[config.mk]
export PLATFORM = sky130hd
export DESIGN_NAME = dram_pwr_refresh_seq
export DESIGN_NICKNAME = d
export VERILOG_FILES = /design/src/rtl/pwrseq_pkg.sv /design/src/rtl/pwrseq_refi_timer.sv /design/src/rtl/pwrseq_holdoff.sv /design/src/rtl/dram_pwr_refresh_seq.sv
export SDC_FILE = /design/constraint.sdc
export NUM_CORES = 1
export LEC_CHECK = 0
export CORE_MARGIN = 1
export CORE_UTILIZATION = 55
export DETAILED_ROUTE_END_ITERATION = 10
export DONT_BUFFER_PORTS = 1
export PLACE_DENSITY = 0.79
export SLEW_MARGIN = 20
export SYNTH_ARGS = -nofsm -noshare
export SYNTH_HDL_FRONTEND = slang
export SYNTH_SLANG_ARGS = --single-unit
[constraint.sdc]
create_clock -name clk -period 5.1 [get_ports clk]
set_clock_uncertainty 0.1 [all_clocks]
set_input_delay 1.275 -clock clk [delete_from_list [all_inputs] [get_ports clk]]
set_output_delay 1.275 -clock clk [all_outputs]
set_load 0.05 [all_outputs]
[src/rtl/pwrseq_pkg.sv]
`timescale 1ns/1ps
// Shared command codes and sequencer states for the refresh/power sequencer.
// Assumes a three-bit command bus decoded by the memory-facing logic.
package pwrseq_pkg;

    typedef enum logic [2:0] {
        CMD_NOP   = 3'd0,
        CMD_REF   = 3'd1,
        CMD_SELF  = 3'd2,
        CMD_SELFX = 3'd3,
        CMD_PDEN  = 3'd4,
        CMD_PDEX  = 3'd5
    } pwr_cmd_e;

    typedef enum logic [2:0] {
        ST_IDLE,
        ST_REFRESHING,
        ST_SELF_REFRESH,
        ST_SR_EXIT_WAIT,
        ST_POWER_DOWN,
        ST_PD_EXIT_WAIT
    } pwr_state_e;

endpackage

[src/rtl/pwrseq_refi_timer.sv]
`timescale 1ns/1ps
// Refresh interval timer. Counts cycles since the last restart and saturates.
// 'due' is high once REFI_CYC-1 cycles have passed since the restart.
// 'near' is high once the count is within PD_LEAD cycles of 'due'.
// Assumes REFI_CYC >= 2 and PD_LEAD < REFI_CYC-1.
module pwrseq_refi_timer #(
    parameter int REFI_CYC = 3900,
    parameter int PD_LEAD  = 8
) (
    input  logic clk,
    input  logic rst_n,
    input  logic restart,
    output logic due,
    output logic near
);
    localparam int CW = $clog2(REFI_CYC);
    localparam logic [CW-1:0] LAST    = CW'(REFI_CYC - 1);
    localparam logic [CW-1:0] NEAR_AT = CW'(REFI_CYC - 1 - PD_LEAD);

    logic [CW-1:0] cnt_q;

    // Count cycles since the last restart, holding at the due value.
    always_ff @(posedge clk) begin
        if (!rst_n)               cnt_q <= '0;
        else if (restart)         cnt_q <= '0;
        else if (cnt_q != LAST)   cnt_q <= cnt_q + 1'b1;
    end

    assign due  = (cnt_q == LAST);
    assign near = (cnt_q >= NEAR_AT);

    assert_restart_clears_R2: assert property (@(posedge clk) disable iff (!rst_n)
        restart |=> !due)
        else $error("refresh timer still due after restart");

endmodule

[src/rtl/pwrseq_holdoff.sv]
`timescale 1ns/1ps
// Hold-off window counter. A load starts a countdown from load_val.
// 'done' is high whenever the count is zero.
// Assumes load is a single-cycle pulse from the sequencer.
module pwrseq_holdoff #(
    parameter int WIDTH = 8
) (
    input  logic             clk,
    input  logic             rst_n,
    input  logic             load,
    input  logic [WIDTH-1:0] load_val,
    output logic             done
);
    logic [WIDTH-1:0] cnt_q;

    // Load a new window or count the running one down to zero.
    always_ff @(posedge clk) begin
        if (!rst_n)             cnt_q <= '0;
        else if (load)          cnt_q <= load_val;
        else if (cnt_q != '0)   cnt_q <= cnt_q - 1'b1;
    end

    assign done = (cnt_q == '0);

    assert_window_starts_R3: assert property (@(posedge clk) disable iff (!rst_n)
        (load && load_val != '0) |=> !done)
        else $error("hold-off window did not start on load");

endmodule

[src/rtl/dram_pwr_refresh_seq.sv]
`timescale 1ns/1ps
// Refresh and power-state sequencer for a DDR SDRAM controller.
// Issues periodic REF and the self-refresh and power-down command sequences,
// drives CKE, and gives grants to the main scheduler.
// Assumes the scheduler issues nothing unless granted and reports banks_idle
// truthfully. Assumes PD_LEAD > T_PDX + 1 and all windows >= 1.
module dram_pwr_refresh_seq #(
    parameter int CLK_MHZ = 250,
    parameter int REFI_NS = 15600,
    parameter int T_RFC   = 30,
    parameter int T_SNR   = 32,
    parameter int T_SRD   = 200,
    parameter int T_PDX   = 1,
    parameter int PD_LEAD = 8
) (
    input  logic       clk,
    input  logic       rst_n,
    input  logic       banks_idle,
    input  logic       sr_req,
    input  logic       pd_req,
    output logic [2:0] cmd,
    output logic       cke,
    output logic       grant_act,
    output logic       grant_nonrd,
    output logic       grant_rd,
    output logic       busy
);
    import pwrseq_pkg::*;

    localparam int REFI_CYC = REFI_NS * CLK_MHZ / 1000;
    localparam int NWIN  = 4;
    localparam int W_RFC = 0;
    localparam int W_SNR = 1;
    localparam int W_SRD = 2;
    localparam int W_PDX = 3;
    localparam int M1    = (T_RFC > T_SNR) ? T_RFC : T_SNR;
    localparam int M2    = (T_SRD > T_PDX) ? T_SRD : T_PDX;
    localparam int TMAX  = (M1 > M2) ? M1 : M2;
    localparam int HW    = $clog2(TMAX + 1);

    pwr_state_e     state_q, state_d;
    pwr_cmd_e       cmd_q, cmd_d;
    logic           cke_q, cke_d;
    logic           restart, due, near;
    logic [NWIN-1:0] win_load, win_done;

    pwrseq_refi_timer #(.REFI_CYC(REFI_CYC), .PD_LEAD(PD_LEAD)) u_refi (
        .clk     (clk),
        .rst_n   (rst_n),
        .restart (restart),
        .due     (due),
        .near    (near)
    );

    for (genvar g = 0; g < NWIN; g++) begin : g_win
        localparam int LEN = (g == W_RFC) ? T_RFC :
                             (g == W_SNR) ? T_SNR :
                             (g == W_SRD) ? T_SRD : T_PDX;
        pwrseq_holdoff #(.WIDTH(HW)) u_win (
            .clk      (clk),
            .rst_n    (rst_n),
            .load     (win_load[g]),
            .load_val (HW'(LEN)),
            .done     (win_done[g])
        );
    end

    // Choose the next state and the strobe; refresh outranks host requests.
    always_comb begin
        state_d  = state_q;
        cmd_d    = CMD_NOP;
        cke_d    = cke_q;
        restart  = 1'b0;
        win_load = '0;
        unique case (state_q)
            ST_IDLE: begin
                if (due && banks_idle) begin
                    cmd_d = CMD_REF;  state_d = ST_REFRESHING;
                    restart = 1'b1;   win_load[W_RFC] = 1'b1;
                end else if (!due && sr_req && banks_idle) begin
                    cmd_d = CMD_SELF; state_d = ST_SELF_REFRESH; cke_d = 1'b0;
                end else if (!due && !near && pd_req && banks_idle) begin
                    cmd_d = CMD_PDEN; state_d = ST_POWER_DOWN;   cke_d = 1'b0;
                end
            end
            ST_REFRESHING:
                if (win_done[W_RFC]) state_d = ST_IDLE;
            ST_SELF_REFRESH:
                if (!sr_req && cmd_q == CMD_NOP) begin
                    cmd_d = CMD_SELFX; state_d = ST_SR_EXIT_WAIT; cke_d = 1'b1;
                    restart = 1'b1;
                    win_load[W_SNR] = 1'b1; win_load[W_SRD] = 1'b1;
                end
            ST_SR_EXIT_WAIT:
                if (win_done[W_SNR]) state_d = ST_IDLE;
            ST_POWER_DOWN:
                if (cmd_q == CMD_NOP && (!pd_req || near)) begin
                    cmd_d = CMD_PDEX; state_d = ST_PD_EXIT_WAIT; cke_d = 1'b1;
                    win_load[W_PDX] = 1'b1;
                end
            ST_PD_EXIT_WAIT:
                if (win_done[W_PDX]) state_d = ST_IDLE;
            default: state_d = ST_IDLE;
        endcase
    end

    // Register state, strobe and clock-enable level.
    always_ff @(posedge clk) begin
        if (!rst_n) begin
            state_q <= ST_IDLE;
            cmd_q   <= CMD_NOP;
            cke_q   <= 1'b1;
        end else begin
            state_q <= state_d;
            cmd_q   <= cmd_d;
            cke_q   <= cke_d;
        end
    end

    // Decode scheduler grants from the state and the open windows.
    always_comb begin
        grant_nonrd = win_done[W_SNR] && cmd_q == CMD_NOP &&
                      (state_q == ST_IDLE || state_q == ST_REFRESHING ||
                       state_q == ST_SR_EXIT_WAIT);
        grant_act   = grant_nonrd && win_done[W_RFC];
        grant_rd    = grant_nonrd && win_done[W_SRD] && state_q != ST_REFRESHING;
    end

    assign busy = (state_q == ST_IDLE) && !banks_idle &&
                  (due || sr_req || (pd_req && !near));
    assign cmd  = cmd_q;
    assign cke  = cke_q;

    assert_banks_idle_gate_R4: assert property (@(posedge clk) disable iff (!rst_n)
        (cmd_q inside {CMD_REF, CMD_SELF, CMD_PDEN}) |-> $past(banks_idle))
        else $error("command issued while banks were busy");

    assert_rfc_blocks_act_R3: assert property (@(posedge clk) disable iff (!rst_n)
        (cmd_q == CMD_REF) |=> !grant_act)
        else $error("activate granted inside refresh window");

    assert_no_ref_asleep_R5: assert property (@(posedge clk) disable iff (!rst_n)
        !cke_q |-> (cmd_q != CMD_REF))
        else $error("refresh issued with clock enable low");

    assert_pd_min_stay_R8: assert property (@(posedge clk) disable iff (!rst_n)
        (cmd_q == CMD_PDEN) |=> (cmd_q != CMD_PDEX))
        else $error("power-down exit right after entry");

    assert_read_relock_R6: assert property (@(posedge clk) disable iff (!rst_n)
        (cmd_q == CMD_SELFX) |=> !grant_rd)
        else $error("read granted right after self-refresh exit");

    assert_cke_wake_R11: assert property (@(posedge clk) disable iff (!rst_n)
        (cke_q && !$past(cke_q)) |-> (cmd_q inside {CMD_SELFX, CMD_PDEX}))
        else $error("clock enable rose without an exit strobe");

endmodule

==> flow_summary.ini <==
[run_status]
status = finished, final reports clean

[floorplan]
die_w_um = 70.3
floorplan.initialDensity = 0.581
rows = 24
die_area_um2 = 4940
num_io_pins = 13
fp.dieH_um = 70.3
core_area_um2 = 4410

[power_and_ir_drop]
power.internal_mw = 1.00
powerDensity_nw_per_um2 = 653
sw_frac_of_total = 0.427
p_leak_nw = 1.03
p_seq_frac = 0.393
combinationalPowerShare = 0.484
clockPowerShare = 0.123
p_switching_mw = 0.747
ir_drop_mv = 0.309
power_mw = 1.75

[run]
drv_cap = 0

[yosys]
syn_nets = 308
ys_seq_area_frac = 0.398
yosys_register_bits = 51
ys_types = 50
synth_area_um2 = 2560
synth_edf_count = 0
synth.avg_cell_area_um2 = 8.63
syn_inst = 297
ys_warn_count = 0
dominantRegCellSynth = dfxtp_1
async_reset_ff_frac = 0

[timing]
finalHoldViolCount = 0
worst_hold_slack_ns = 0.413
setup_viol = 0
worst_slack_ns = 0.770
fmax_ghz = 0.231
period_share = 0.849
min_period_ns = 4.33
tns_ns = 0
slew_violations = 0
slew_headroom = 0.403
worst_pin_slew_ns = 0.894
rsz0062_at_grt = no

[clock_network]
clk_latency_ns = 0.30
post_cts_resized = 0
clkTransAtPathRegs_ns = 0.08
ctsHoldBuffers = 0
cts_setup_buffers = 0
root_buffer = clkbuf_8
cts_max_level = 2
cts_buffers = 5
cts_sinks = 51
cts_tree = yes
clock_path_buffers = 2

[setup_path]
crit_required_ns = 3.72
r2r-end = state_q[2]
start_kind = flop
startpoint = g_win[1].u_win.cnt_q[0]
worst_r2r_path_depth = 7
r2r_slack_ns = 2.57
timing.rr.start = g_win[3].u_win.cnt_q[0]
worstSetupPathType = reg -> out
crit_arrival_ns = 2.96
crit_path_end_kind = output pin
path_max_fanout = 4

[place]
gp_congestion = 0.823
port_buffers = 0
place_area_um2 = 2600
dp_hpwl_um = 3630
placed_cells = 339
pre_cts_ws_ns = 1.10

[final_layout]
instances_no_fill = 347
nNetsFinal = 305
layout-drive-gt1-share = 0.0576
postLayoutCellArea_um2 = 2680
most-common-layout-cells = dfxtp_1, nor2_1, nor3_1, xnor2_1, nand2_1
multi_input_area_um2 = 1460
fillers = 394
area_growth_pct = 4.54
utilization = 0.607
antenna_cells = 0
final_common_cell = dfxtp_1
seqCellArea_um2 = 1020

[global_routing]
grt_max_degree = 15
grt_pass1_wl_um = 8450
antenna_found_initial = 0
gr-usage-all-layers = 0.213
grt_pass1_vias = 1880
grt_overflow_total = 0

[route]
num_vias = 1991
routed_wl_um = 4830
drt_iter0_markers = 151
drtAntennaViolNets = 0
via_per_inst = 5.74
wl_per_cell_um = 13.9
firstDrtPassIters = 4
drc = 0

[worst_hold_path]
hp-class = reg -> reg
worstHoldStart = u_refi.cnt_q[11]
worstHoldPathCells = 2
holdPathEnd = u_refi.cnt_q[11]
## layout make-up
type | count | share of cell area
clock inverters | 1 | 0.00187
clock buffers | 7 | 0.0285
multi-input cells | 222 | 0.545
inverters | 14 | 0.0196
flip-flops and latches | 51 | 0.381
well taps | 52 | 0.0243
## cell usage after synthesis (2+ instances only)
cell | instances | share of area
dfxtp_1 | 51 | 0.40
mux2i_1 | 6 | 0.023
o31a_1 | 2 | 0.0068
or2_2 | 2 | 0.0049
o2bb2ai_1 | 2 | 0.0068
and3_1 | 3 | 0.0073
or3_1 | 7 | 0.017
o21ai_0 | 3 | 0.0059
nor2_1 | 44 | 0.064
and4_1 | 4 | 0.014
nand2_1 | 17 | 0.025
xnor2_1 | 18 | 0.061
inv_1 | 14 | 0.020
a211oi_1 | 6 | 0.018
and2_1 | 5 | 0.012
a21oi_1 | 11 | 0.021
nor3_1 | 20 | 0.039
or4_1 | 4 | 0.012
nand4_1 | 4 | 0.0098
a31oi_1 | 3 | 0.0073
nor3b_1 | 2 | 0.0059
buf_2 | 2 | 0.0039
nand2b_1 | 5 | 0.012
o21a_1 | 2 | 0.0059
a211o_1 | 3 | 0.010
nor2b_1 | 6 | 0.015
xor2_1 | 11 | 0.038
nand3_1 | 6 | 0.012
ha_1 | 6 | 0.029
clkbuf_1 | 8 | 0.012
## power by group through the flow
stage | clock (mW) | combinational (mW) | sequential [mW]
3_3_place_gp | 0 | 0.816 | 0.690
5_1_grt | 0.239 | 0.951 | 0.710
3_5_place_dp | 0 | 0.837 | 0.694
4_1_cts | 0.222 | 0.845 | 0.686
2_1_floorplan | 0 | 0.736 | 0.646
6_report | 0.216 | 0.846 | 0.687
## sequential cells by signal, summed over array words and instances, names as in the netlist
name and cells:
u_refi.cnt_q 12, cke 1, g_win.u_win.cnt_q 32, cmd 3, state_q 3
## worst max-delay path: stages (launching register included)
cell and delay (ns):
dfxtp_1 0.32, inv_1 0.10, ha_1 0.18, or3b_1 0.41, nor3_1 0.32, nand2_1 0.19, a2111o_1 0.43, a211oi_2 0.71
## worst max path at each step
| stage | to | slack (ns) | cells past startpoint |
|---|---|---|---|
| after floorplan | grant_rd | 0.79 | 7 |
| after global placement | grant_rd | 1.17 | 7 |
| after detailed placement | grant_rd | 1.10 | 7 |
| after CTS | grant_rd | 0.76 | 7 |
| after global routing | grant_rd | 0.62 | 7 |
| final | grant_rd | 0.77 | 7 |
## layer usage
metal | track usage | share of wire
met5 | 0 | 0
met4 | 0.0644 | 0.013
met2 | 0.337 | 0.46
met1 | 0.286 | 0.48
met3 | 0.0505 | 0.049
## kinds of logic after synthesis
group | count (synthesis) | synth area share
adder cells (fa/ha/maj) | 6 | 0.0293
XOR/XNOR | 29 | 0.0991
multiplexers | 6 | 0.0234
AND/OR/NAND/NOR | 138 | 0.288
AO/OA/AOI/OAI | 43 | 0.125
buffers and inverters | 24 | 0.0361
flip-flops | 51 | 0.398
No activity file was read; power rests on OpenSTA's default activity.
